==> src/rtl/lcuPkg.sv <==
package lcuPkg;

  typedef enum logic [2:0] {
    FN_AND  = 3'd0,
    FN_OR   = 3'd1,
    FN_XOR  = 3'd2,
    FN_ANDN = 3'd3,
    FN_ORN  = 3'd4,
    FN_NAND = 3'd5,
    FN_NOR  = 3'd6,
    FN_XNOR = 3'd7
  } funcE;

  typedef enum logic [1:0] {
    CMB_NONE = 2'd0,
    CMB_AND  = 2'd1,
    CMB_OR   = 2'd2,
    CMB_RSV  = 2'd3
  } combineE;

  localparam logic [1:0] SIZE_BYTE = 2'd0;

  // Strobes passed from control to datapath
  typedef struct packed {
    logic load;
    logic selMux;
    logic combEn;
    logic combOr;
    logic illegal;
  } lcuStrobeT;

endpackage

==> src/rtl/lcuCtrl.sv <==
module lcuCtrl
  import lcuPkg::*;
(
  input  logic       clk,
  input  logic       rst,
  input  logic       inValid,
  input  logic       inMux,
  input  logic [1:0] inCombine,
  input  logic [1:0] inSize,
  output lcuStrobeT  strobe,
  output logic       outValid
);

  combineE cmb;
  logic    wantsComb;
  logic    sizeOk;

  always_comb begin
    cmb       = combineE'(inCombine);
    wantsComb = (cmb == CMB_AND) || (cmb == CMB_OR);
    sizeOk    = (inSize == SIZE_BYTE);

    strobe.load    = inValid;
    strobe.selMux  = inMux;
    strobe.combEn  = !inMux && wantsComb && sizeOk;
    strobe.combOr  = (cmb == CMB_OR);
    strobe.illegal = !inMux && ((cmb == CMB_RSV) || (wantsComb && !sizeOk));
  end

  always_ff @(posedge clk) begin
    if (rst) outValid <= 1'b0;
    else     outValid <= inValid;
  end

endmodule

==> src/rtl/lcuDatapath.sv <==
module lcuDatapath
  import lcuPkg::*;
#(
  parameter int WIDTH = 64,
  parameter int CHUNK = 8
) (
  input  logic             clk,
  input  logic             rst,
  input  lcuStrobeT        strobe,
  input  logic [2:0]       func,
  input  logic [WIDTH-1:0] opA,
  input  logic [WIDTH-1:0] opB,
  input  logic [WIDTH-1:0] opM,
  output logic [WIDTH-1:0] resData,
  output logic             resIllegal
);

  localparam int NCHUNK = WIDTH / CHUNK;

  logic [WIDTH-1:0] rawFn;
  logic [WIDTH-1:0] muxed;
  logic [WIDTH-1:0] combined;
  logic [WIDTH-1:0] nextData;

  // Stage 1: whole-register bitwise function
  always_comb begin
    unique case (funcE'(func))
      FN_AND:  rawFn = opA & opB;
      FN_OR:   rawFn = opA | opB;
      FN_XOR:  rawFn = opA ^ opB;
      FN_ANDN: rawFn = opA & ~opB;
      FN_ORN:  rawFn = opA | ~opB;
      FN_NAND: rawFn = ~(opA & opB);
      FN_NOR:  rawFn = ~(opA | opB);
      FN_XNOR: rawFn = ~(opA ^ opB);
      default: rawFn = '0;
    endcase
  end

  assign muxed = (opA & ~opM) | (opB & opM);

  // Stage 2: per-chunk reduction, spread back over the chunk
  for (genvar g = 0; g < NCHUNK; g++) begin : gChunk
    logic andRed;
    logic orRed;
    assign andRed = &rawFn[g*CHUNK +: CHUNK];
    assign orRed  = |rawFn[g*CHUNK +: CHUNK];
    assign combined[g*CHUNK +: CHUNK] = {CHUNK{strobe.combOr ? orRed : andRed}};
  end

  always_comb begin
    if (strobe.illegal)     nextData = '0;
    else if (strobe.selMux) nextData = muxed;
    else if (strobe.combEn) nextData = combined;
    else                    nextData = rawFn;
  end

  always_ff @(posedge clk) begin
    if (rst) begin
      resData    <= '0;
      resIllegal <= 1'b0;
    end else if (strobe.load) begin
      resData    <= nextData;
      resIllegal <= strobe.illegal;
    end
  end

endmodule

==> src/rtl/logicCombineUnit.sv <==
module logicCombineUnit
  import lcuPkg::*;
#(
  parameter int WIDTH = 64,
  parameter int CHUNK = 8
) (
  input  logic             clk,
  input  logic             rst,
  input  logic             inValid,
  input  logic [2:0]       inFunc,
  input  logic             inMux,
  input  logic [1:0]       inCombine,
  input  logic [1:0]       inSize,
  input  logic [WIDTH-1:0] inA,
  input  logic [WIDTH-1:0] inB,
  input  logic [WIDTH-1:0] inM,
  output logic             outValid,
  output logic [WIDTH-1:0] outData,
  output logic             outIllegal
);

  lcuStrobeT strobe;

  lcuCtrl u_ctrl (
    .clk       (clk),
    .rst       (rst),
    .inValid   (inValid),
    .inMux     (inMux),
    .inCombine (inCombine),
    .inSize    (inSize),
    .strobe    (strobe),
    .outValid  (outValid)
  );

  lcuDatapath #(
    .WIDTH (WIDTH),
    .CHUNK (CHUNK)
  ) u_dp (
    .clk        (clk),
    .rst        (rst),
    .strobe     (strobe),
    .func       (inFunc),
    .opA        (inA),
    .opB        (inB),
    .opM        (inM),
    .resData    (outData),
    .resIllegal (outIllegal)
  );

endmodule

==> config.mk <==
export PLATFORM = sky130hd
export DESIGN_NAME = logicCombineUnit
export DESIGN_NICKNAME = d
export VERILOG_FILES = /design/src/rtl/lcuPkg.sv /design/src/rtl/lcuCtrl.sv /design/src/rtl/lcuDatapath.sv /design/src/rtl/logicCombineUnit.sv
export SDC_FILE = /design/constraint.sdc
export NUM_CORES = 1
export LEC_CHECK = 0
export BUFFER_PORTS_ARGS = -buffer_cell sky130_fd_sc_hd__buf_2
export CORE_MARGIN = 2
export CORE_UTILIZATION = 40
export CTS_BUF_LIST = sky130_fd_sc_hd__clkbuf_4
export CTS_CLUSTER_DIAMETER = 100
export CTS_CLUSTER_SIZE = 28
export DETAILED_ROUTE_END_ITERATION = 8
export PLACE_DENSITY = 0.71
export RECOVER_POWER = 100
export SLEW_MARGIN = 30
export SYNTH_ARGS = -nofsm -noshare
export SYNTH_HDL_FRONTEND = slang
export SYNTH_SLANG_ARGS = --single-unit
==> constraint.sdc <==
create_clock -name clk -period 2.5 [get_ports clk]
set_input_delay 0.5 -clock clk [delete_from_list [all_inputs] [get_ports clk]]
set_output_delay 0.5 -clock clk [all_outputs]
set_load 0.1 [all_outputs]
[Word-level counts from Yosys, hierarchy flattened]
Cells that the tools add are included.
Operators by class
  mux-type cells: 12
  reductions and logical operators: 26
  equal/unequal tests: 10
  bitwise operators: 13
Operators with widths (count)
  64-bit case mux with 8 select lines: 1
  64-bit inverter: 5
  64-bit bitwise AND: 4
  64-bit 2-to-1 mux: 3
  64-bit OR: 3
  8-bit AND reduction: 8
  8-bit OR reduction: 8
  64-bit XOR: 1
  3-bit == test (second input constant): 4
  1-bit 2-to-1 mux: 8
  3-bit by 2-bit == test with 1-bit output (second input constant): 2
  2-bit == test (second input constant): 2
  1-bit logical AND: 4
  3-bit by 1-bit == test with 1-bit output (second input constant): 1
  3-bit zero test: 1
  2-bit by 1-bit == test with 1-bit output (second input constant): 1
  1-bit zero test: 2
  2-bit zero test: 1
  1-bit logical OR: 2
Word-level totals
  word-level logic and storage cells: 64
  output and inout port bits: 66
  input port bits: 203
  register bits: 66

[Longest topological paths before layout]
Gate-level depths: netlist (run 1).
  depth after elaboration: 8
  mapped depth: 13
  gate-level depth less buffers: 10

[Hierarchy]
A second synthesis (run 1) with hierarchy kept.
Second synthesis, totals
  cells, all modules: 1630
  area total of the unflattened synthesis: 12475.7 um^2
Modules (own cells, without submodules)
  lcuDatapath: times used 1, cells each 1619, sequential area each 1301.2 um^2, area each 12376.9 um^2
  lcuCtrl: times used 1, cells each 11, sequential area each 20.0 um^2, area each 98.8 um^2

[Worst setup path before layout (run 1)]
OpenSTA, ideal clock, no wires.
  path kind: input port to flip-flop
  start point: input inA[26]
  end point: register u_dp.resData[24]
  cell stages on the path: 10
  buffers on the path: 0
  slack: -0.145 ns
  library setup time: 0.122 ns
  data required time: 2.378 ns
  arrival time: 2.523 ns
  cell sequence: inv_1 -> ha_1 -> inv_1 -> a21oi_1 -> o31a_1 -> o22a_1 -> or4_1 -> nor3_2 -> o22ai_2 -> a221o_1
On the way
  word-level cells in the longest chain between the ends: 8
  elaborated cells on any way between the ends: 15
  those cells by class: mux: 5; bitwise: 8; reduce/logical: 2
Ends and longest elaborated chain
  start: declaration: line logicCombineUnit.sv:14  | input logic [WIDTH-1:0] inA,
  64-bit XOR (tied with other cells): line lcuDatapath.sv:30, lcuDatapath.sv:35
  64-bit inverter (on tied branches): line lcuDatapath.sv:35, lcuDatapath.sv:33, lcuDatapath.sv:34
  64-bit case mux with 8 select lines *: line lcuDatapath.sv:27  | unique case (funcE'(func))
  8-bit AND reduction or 8-bit OR reduction (tied branches): line lcuDatapath.sv:46, lcuDatapath.sv:47
  1-bit 2-to-1 mux *: line lcuDatapath.sv:48  | assign combined[g*CHUNK +: CHUNK] = {CHUNK{strobe.combOr ? orRed : andRed}};
  64-bit 2-to-1 mux *: line lcuDatapath.sv:54  | else if (strobe.combEn) nextData = combined;
  64-bit 2-to-1 mux *: line lcuDatapath.sv:53  | else if (strobe.selMux) nextData = muxed;
  64-bit 2-to-1 mux *: line lcuDatapath.sv:52  | if (strobe.illegal) nextData = '0;
  end signal: assignment: line lcuDatapath.sv:63  | resData <= nextData;
  end: declaration: line lcuDatapath.sv:14  | output logic [WIDTH-1:0] resData,
Every way passes the cells marked *; elsewhere a longest branch is shown, timed or not.
A chain may end at the register's enable or synchronous reset.

[Worst setup path after layout (run 1)]
  start point: input inFunc[2]
  end point: register u_dp.resData[38]
On the way
  word-level cells in the longest chain between the ends: 7
  elaborated cells on any way between the ends: 15
  those cells by class: eq/ne: 7; mux: 5; reduce/logical: 3
Ends and longest elaborated chain
  start: declaration: line logicCombineUnit.sv:10  | input logic [2:0] inFunc,
  3-bit == test (tied with other cells): line lcuDatapath.sv:27
  64-bit case mux with 8 select lines *: line lcuDatapath.sv:27
  8-bit AND reduction or 8-bit OR reduction (tied branches): line lcuDatapath.sv:46, lcuDatapath.sv:47
  1-bit 2-to-1 mux: line lcuDatapath.sv:48
  64-bit 2-to-1 mux *: line lcuDatapath.sv:54
  64-bit 2-to-1 mux *: line lcuDatapath.sv:53
  64-bit 2-to-1 mux *: line lcuDatapath.sv:52
Marks and branches as above.

==> results of run 1 <==
-- power breakdown --
part	internal [uW]	total, uW	switching [uW]
sequential	1160	1220	68.3
clock	403	923	520
combinational	1290	3440	2160
-- how the worst min path moves through the flow --
stage,startpoint,end,slack (ps),depth (start not counted)
2_1_floorplan,inValid,u_ctrl.outValid,630,2
3_5_place_dp,u_dp.resData[33],u_dp.resData[33],450,2
3_3_place_gp,u_dp.resData[33],u_dp.resData[33],450,2
4_1_cts,rst,u_dp.resIllegal,290,2
6_report,rst,u_dp.resIllegal,310,2
5_1_grt,rst,u_dp.resIllegal,280,2
-- per-stage QoR --
step / instance area [um^2] / instances / total power [uW] / TNS (ps)
floorplan: 12600 / 1583 / 3400 / -49.5
global placement: 16400 / 2456 / 4570 / -18520
detailed placement: 16400 / 2456 / 4650 / -22760
CTS: 16600 / 2472 / 5580 / 0
global route: 16600 / 2475 / 5900 / 0
finish: 16600 / 2475 / 5590 / 0
-- kinds of logic after synthesis --
kind of cell	count (synthesis)	synth area share, %
buf+inv	272	10.0
flops	66	10.6
simple gates	409	16.2
mux	119	10.8
fa+ha+maj	258	25.9
compound gates	459	26.4
-- cell usage in the layout (no fill, tap or decap), drive strengths merged, types with 11 or more instances in the layout --
cell    instances
buf           516
inv           162
nand2         104
a221oi         21
o221ai         15
o21ai          94
nor2          125
mux4           12
mux2i         100
o211ai         11
a211oi         13
a22oi          30
a21oi          93
or2            18
ha            258
o32ai          12
nand2b         50
clkbuf         80
a221o          34
dfxtp          66
nor2b          44
nor3           21
o22ai          33
-- state kept, by name, indices dropped and copies added (netlist names) --
register,flops
u_ctrl.outValid,1
u_dp.resData,64
u_dp.resIllegal,1
-- layer usage --
layer / up-vias / track usage, %
li1: 6637 / -
met1: 6496 / 32.1
met2: 566 / 46.7
met3: 148 / 5.01
met4: 6 / 12.1
met5: - / 0
-- layout make-up --
cell class	instances	area (um^2)	share of cell area [%]
clock buffer	9	67.6	0.407
timing repair buffer	587	3960	23.9
multi-input combinational	1245	10000	60.5
sequential	66	1320	7.96
tap	396	495	2.98
inverter	163	622	3.75
antenna	2	5.00	0.0301
clock inverter	7	93.8	0.565
-- timing repair --
action	CTS	global route
resized for setup	0	11
setup endpoints to repair	0	39
setup buffers	0	1
hold buffers	0	0
==> parameters.txt, run 1 <==
Parameter                              Value

Status
  Run status    finished clean

Detailed routing
  Number of nets with antenna violations after detailed routing    0
  M1 WL    18.9 mm
  Residual DRC count    0
  Via density per instance    about 5.6
  Overall routed net length    roughly 46 mm
  Count of vias placed by the detailed router    13900
  Met2 layer wire length in the routed design    21.6 mm
  Top Metal Used    met5
  Sum of met3 wire segment lengths after detailed routing    3.08 mm
  1st-pass router iterations    5
  Wire per inst    around 18 um
  1st-iter DRT viols    895

Power and ir drop
  Leak Pwr    roughly 0.0085 uW
  Peak ir drop on the vdd network    0.268 mV
  Power density over the cells    337 nW/um^2

Worst setup path
  R2R Setup Slk    ~1700 ps
  CP max-delay cell    sky130_fd_sc_hd__a21oi_1
  Worst path most repeated cell    sky130_fd_sc_hd__buf_4
  Critical Path Sink    u_dp.resData[38]
  Crit-path leading delay family    compound AO/OA/AOI/OAI gates
  Endpoint required time on the critical path    2910 ps
  Max stage delay on crit path    roughly 430 ps
  Sum of buffers and inverters on the critical path    5
  Critical path start-end classification    in2reg
  Worst-path cell chain    buf_4, buf_12, buf_4, buf_4, buf_4, a22o_1, nand2_1, a21oi_1, nor4_1, o21bai_1, nand3_2, o21ai_0
  Critical Path Sink Type    register
  Origin of the critical flop-to-flop path    u_dp.resData[62]
  Startpoint class of the critical path    primary input
  Instance count on the critical path    12
  Maximum fanout encountered on the critical timing path    22
  Start point of the critical path    inFunc[2]
  Capturing point of the worst reg2reg path    u_dp.resData[62]
  Arrival @ worst endpoint    2880 ps
  R2R depth    1

STA
  Final hold violations    0
  Final critical-path share of the clock period    98.7%
  Max Clock Skew    0 ps
  Max-Slew Margin vs Limit    22.0%
  Count of final setup violators    0
  Hold slack    312 ps
  Final critical-path setup slack    31.9 ps
  Max Clk Rate    0.405 GHz
  Actual transition at the worst max-transition pin    1180 ps
  Time the final worst path needs with I/O delays and setup    2470 ps
  Max-slew violation count    0
  Setup repair after global routing missed its margin    false

Final layout
  Area added between synthesis and finish    33.2%
  Fill cells    2883
  Fraction of layout instances using a drive strength above 1    31.2%
  Post-route core utilization    54.1%
  Net total in the final layout    2533

Clock network
  Clock Tree Buf Depth    2
  Clock buffers created by TritonCTS    9
  Clock tree sinks    66
  Clock transition at path regs    130 ps
  TritonCTS clock tree    built
  Later-pin clock latency in the skew report    roughly 480 ps
  Root cell of the clock tree    sky130_fd_sc_hd__clkbuf_4
  Depth of the CTS H-tree    3

Job
  Max-cap viol count    0

Yosys
  Post-synth EDFFs    0
  Dominant register cell in the synthesized netlist    sky130_fd_sc_hd__dfxtp_1
  Cell count after synthesis    1583
  Ranking of synthesized cells by area    sky130_fd_sc_hd__ha_1 (26%), sky130_fd_sc_hd__dfxtp_1 (11%), sky130_fd_sc_hd__mux2i_1 (8.0%)
  Fraction of the yosys area taken by sequential cells    between 10% and 20%
  Synthesized Nets    2044
  Ys async rst share    0%
  Yosys reg bits    66
  Ys Warns    0
  Mean instance size in the synthesized netlist    7.87 um^2
  Cell type with the largest total area after synthesis    sky130_fd_sc_hd__ha_1
  Summed instance area of the synthesized netlist    12500 um^2
  Commonest cells in the netlist    sky130_fd_sc_hd__ha_1 (258), sky130_fd_sc_hd__inv_1 (160), sky130_fd_sc_hd__nor2_1 (124)
  Fraction of synthesized cell area taken by the top area cell type    25.9%
  Most used standard cell by instance count after synthesis    sky130_fd_sc_hd__ha_1
  Number of distinct library cells after synthesis    89

Placed design
  Count of buffers inserted at the top-level ports    approximately 270
  Hpwl dp    36.8 mm
  Post-placement setup slack    -446 ps
  Final estimated routing congestion in global placement    0.932

Global route
  Wire length of the first global-routing pass    71.0 mm
  Grt total ovfl    0
  Initial antenna violation count    5
  Pin count of the biggest net entering global routing    55
  Global-route total usage across every layer    26.9%
  Vias in the first global route    13700

Floorplanning
  Starting Density    40.6%
  Horizontal die dimension    181 um
  Die height    between 150 and 200 um
  Top Ports    269
  Floorplan die area    roughly 33000 um^2
  Number of placement rows    64
  Standard cell core area    30700 um^2

Min path
  Hold crit path type    in2reg
No activity file was read; power rests on OpenSTA's default activity.
==> run 2: changes to the inputs <==
CORE_ASPECT_RATIO = 0.9   (was default)
==> run 2 against run 1 <==
Fmax grew 2.4%. Highest routed layer unchanged. First-iteration DRC count grew 16%. Sequential power is essentially flat. Largest cell class unchanged.
==> parameters.txt, run 2 (same netlist as run 1, synthesis figures left out) <==
Parameter                              Value

Job
  Max-cap viol count    0

Final layout
  Largest registers    u_dp.resData: 64 flops, u_ctrl.outValid: 1 flops, u_dp.resIllegal: 1 flops
  Post-route core utilization    54.3%
  Highest-count cells in the layout ignoring fill and taps    sky130_fd_sc_hd__buf_4 (333), sky130_fd_sc_hd__ha_1 (256), sky130_fd_sc_hd__buf_2 (197)
  Fill cells    2870
  Net total in the final layout    2568
  Max reg flops    64
  Largest reg by FF count    u_dp.resData
  Fraction of layout instances using a drive strength above 1    between 30% and 40%
  Most frequent standard cell in the layout excluding fill and tap cells    sky130_fd_sc_hd__buf_4
  Area added between synthesis and finish    34.1%
  Final instance count without filler cells    2524

Power and ir drop
  Peak ir drop on the vdd network    0.227 mV
  Power density over the cells    336 nW/um^2
  Total power after layout    5620 uW
  Leak Pwr    0.00858 uW

STA
  Setup repair after global routing missed its margin    false
  Max-slew violation count    0
  Hold slack    234 ps
  Final critical-path share of the clock period    a little under 100%
  Total negative setup slack    0 ps
  Max-Slew Margin vs Limit    about a fifth
  Max Clock Skew    0 ps
  Actual transition at the worst max-transition pin    around 1200 ps
  Final hold violations    0
  Max Clk Rate    slightly above 0.4 GHz
  Time the final worst path needs with I/O delays and setup    2410 ps
  Count of final setup violators    0

Global route
  Initial antenna violation count    6
  Pin count of the biggest net entering global routing    slightly above 40
  Wire length of the first global-routing pass    72.7 mm
  Global-route total usage across every layer    28.2%
  Vias in the first global route    between 10000 and 15000
  Grt total ovfl    0

Worst setup path
  Crit-path leading delay family    compound AO/OA/AOI/OAI gates
  CP max-delay cell    sky130_fd_sc_hd__a221o_1
  Maximum fanout encountered on the critical timing path    27
  Sum of buffers and inverters on the critical path    5
  Endpoint required time on the critical path    between 2000 and 3000 ps
  Critical path start-end classification    in2reg
  Worst-path cell chain    buf_4, buf_4, nand2_4, buf_4, clkbuf_1, o22ai_1, o2bb2ai_1, nor4_1, a31oi_1, o32ai_2, clkbuf_2, a221o_1
  Max stage delay on crit path    320 ps
  Worst path most repeated cell    sky130_fd_sc_hd__buf_4
  Startpoint class of the critical path    primary input
  Arrival @ worst endpoint    2760 ps
  Critical Path Sink Type    register

Clock network
  Clock tree sinks    between 60 and 70
  Clock transition at path regs    140 ps
  Root cell of the clock tree    sky130_fd_sc_hd__clkbuf_4
  Number of gates resized after CTS    0
  Clock Tree Buf Depth    2
  Later-pin clock latency in the skew report    470 ps
  Depth of the CTS H-tree    3
  Clock buffers created by TritonCTS    9
  Hold-fix buffers at CTS    0
  TritonCTS clock tree    built
  Number of post-CTS setup repair buffers    0

Detailed routing
  Number of nets with antenna violations after detailed routing    0
  Wire per inst    18.7 um
  Residual DRC count    0
  1st-iter DRT viols    1038
  Count of vias placed by the detailed router    around 14000
  Via density per instance    5.57
  1st-pass router iterations    5
  Overall routed net length    47.3 mm

Status
  Run status    finished clean

Placed design
  Final estimated routing congestion in global placement    0.925
  Hpwl dp    around 38 mm
  Count of buffers inserted at the top-level ports    268
  Number of instances in the placed design    2505

Min path
  Hold crit path type    in2reg

Floorplanning
  Horizontal die dimension    190 um
  Number of placement rows    61
  Die height    171 um
  Top Ports    269
  Floorplan die area    ~33000 um^2
  Standard cell core area    30800 um^2
  Starting Density    ~40%
run 2: cell count changes in the layout (fill, tap and decap cells not counted), moves of 3 or more:
cell | previous run | this run
sky130_fd_sc_hd__o21ai_0 | 80 | 84
sky130_fd_sc_hd__clkbuf_2 | 25 | 20
sky130_fd_sc_hd__o21ai_1 | 10 | 6
sky130_fd_sc_hd__diode_2 | 2 | 5
sky130_fd_sc_hd__buf_12 | 22 | 14
sky130_fd_sc_hd__buf_4 | 291 | 333
sky130_fd_sc_hd__clkbuf_1 | 43 | 53
run 2: cell type report:
| cell class | instances | area (um^2) | area share [%] |
|---|---|---|---|
| inverter | 163 | 622 | 3.72 |
| antenna | 5 | 12.5 | 0.0749 |
| sequential | 66 | 1320 | 7.91 |
| clock inverter | 4 | 68.8 | 0.412 |
| tap | 409 | 512 | 3.06 |
| multi-input combinational | 1245 | 9980 | 59.8 |
| timing repair buffer | 622 | 4110 | 24.6 |
| clock buffer | 10 | 75.1 | 0.449 |
run 2: path summary, 6_finish.rpt:
kind,startpoint,to,slack (ps),depth (start not counted)
worst min register to register,u_dp.resData[33],u_dp.resData[33],490,2
worst max register to register,u_dp.resData[62],u_dp.resData[62],1700,1
worst min-delay path,rst,u_ctrl.outValid,230,2
worst max-delay path,inFunc[0],u_dp.resData[58],90,12
run 2: layer usage:
layer	track usage [%]	part of all wire (%)	vias up
li1	-	-	6718
met1	34.1	41	6535
met2	47.8	46	652
met3	5.98	8.3	143
met4	13.2	4.4	6
met5	0	0.078	-
run 2: where the power goes:
part / switching, uW / internal, uW
Clock: 521 / 402
Sequential: 70.8 / 1160
Combinational: 2170 / 1310
run 2: stage by stage:
stage	area [um^2]	setup WS [ps]
6_report	16700	89.8
3_3_place_gp	16600	-291
2_1_floorplan	12600	-22.2
3_5_place_dp	16600	-349
4_1_cts	16800	157
5_1_grt	16700	0.624
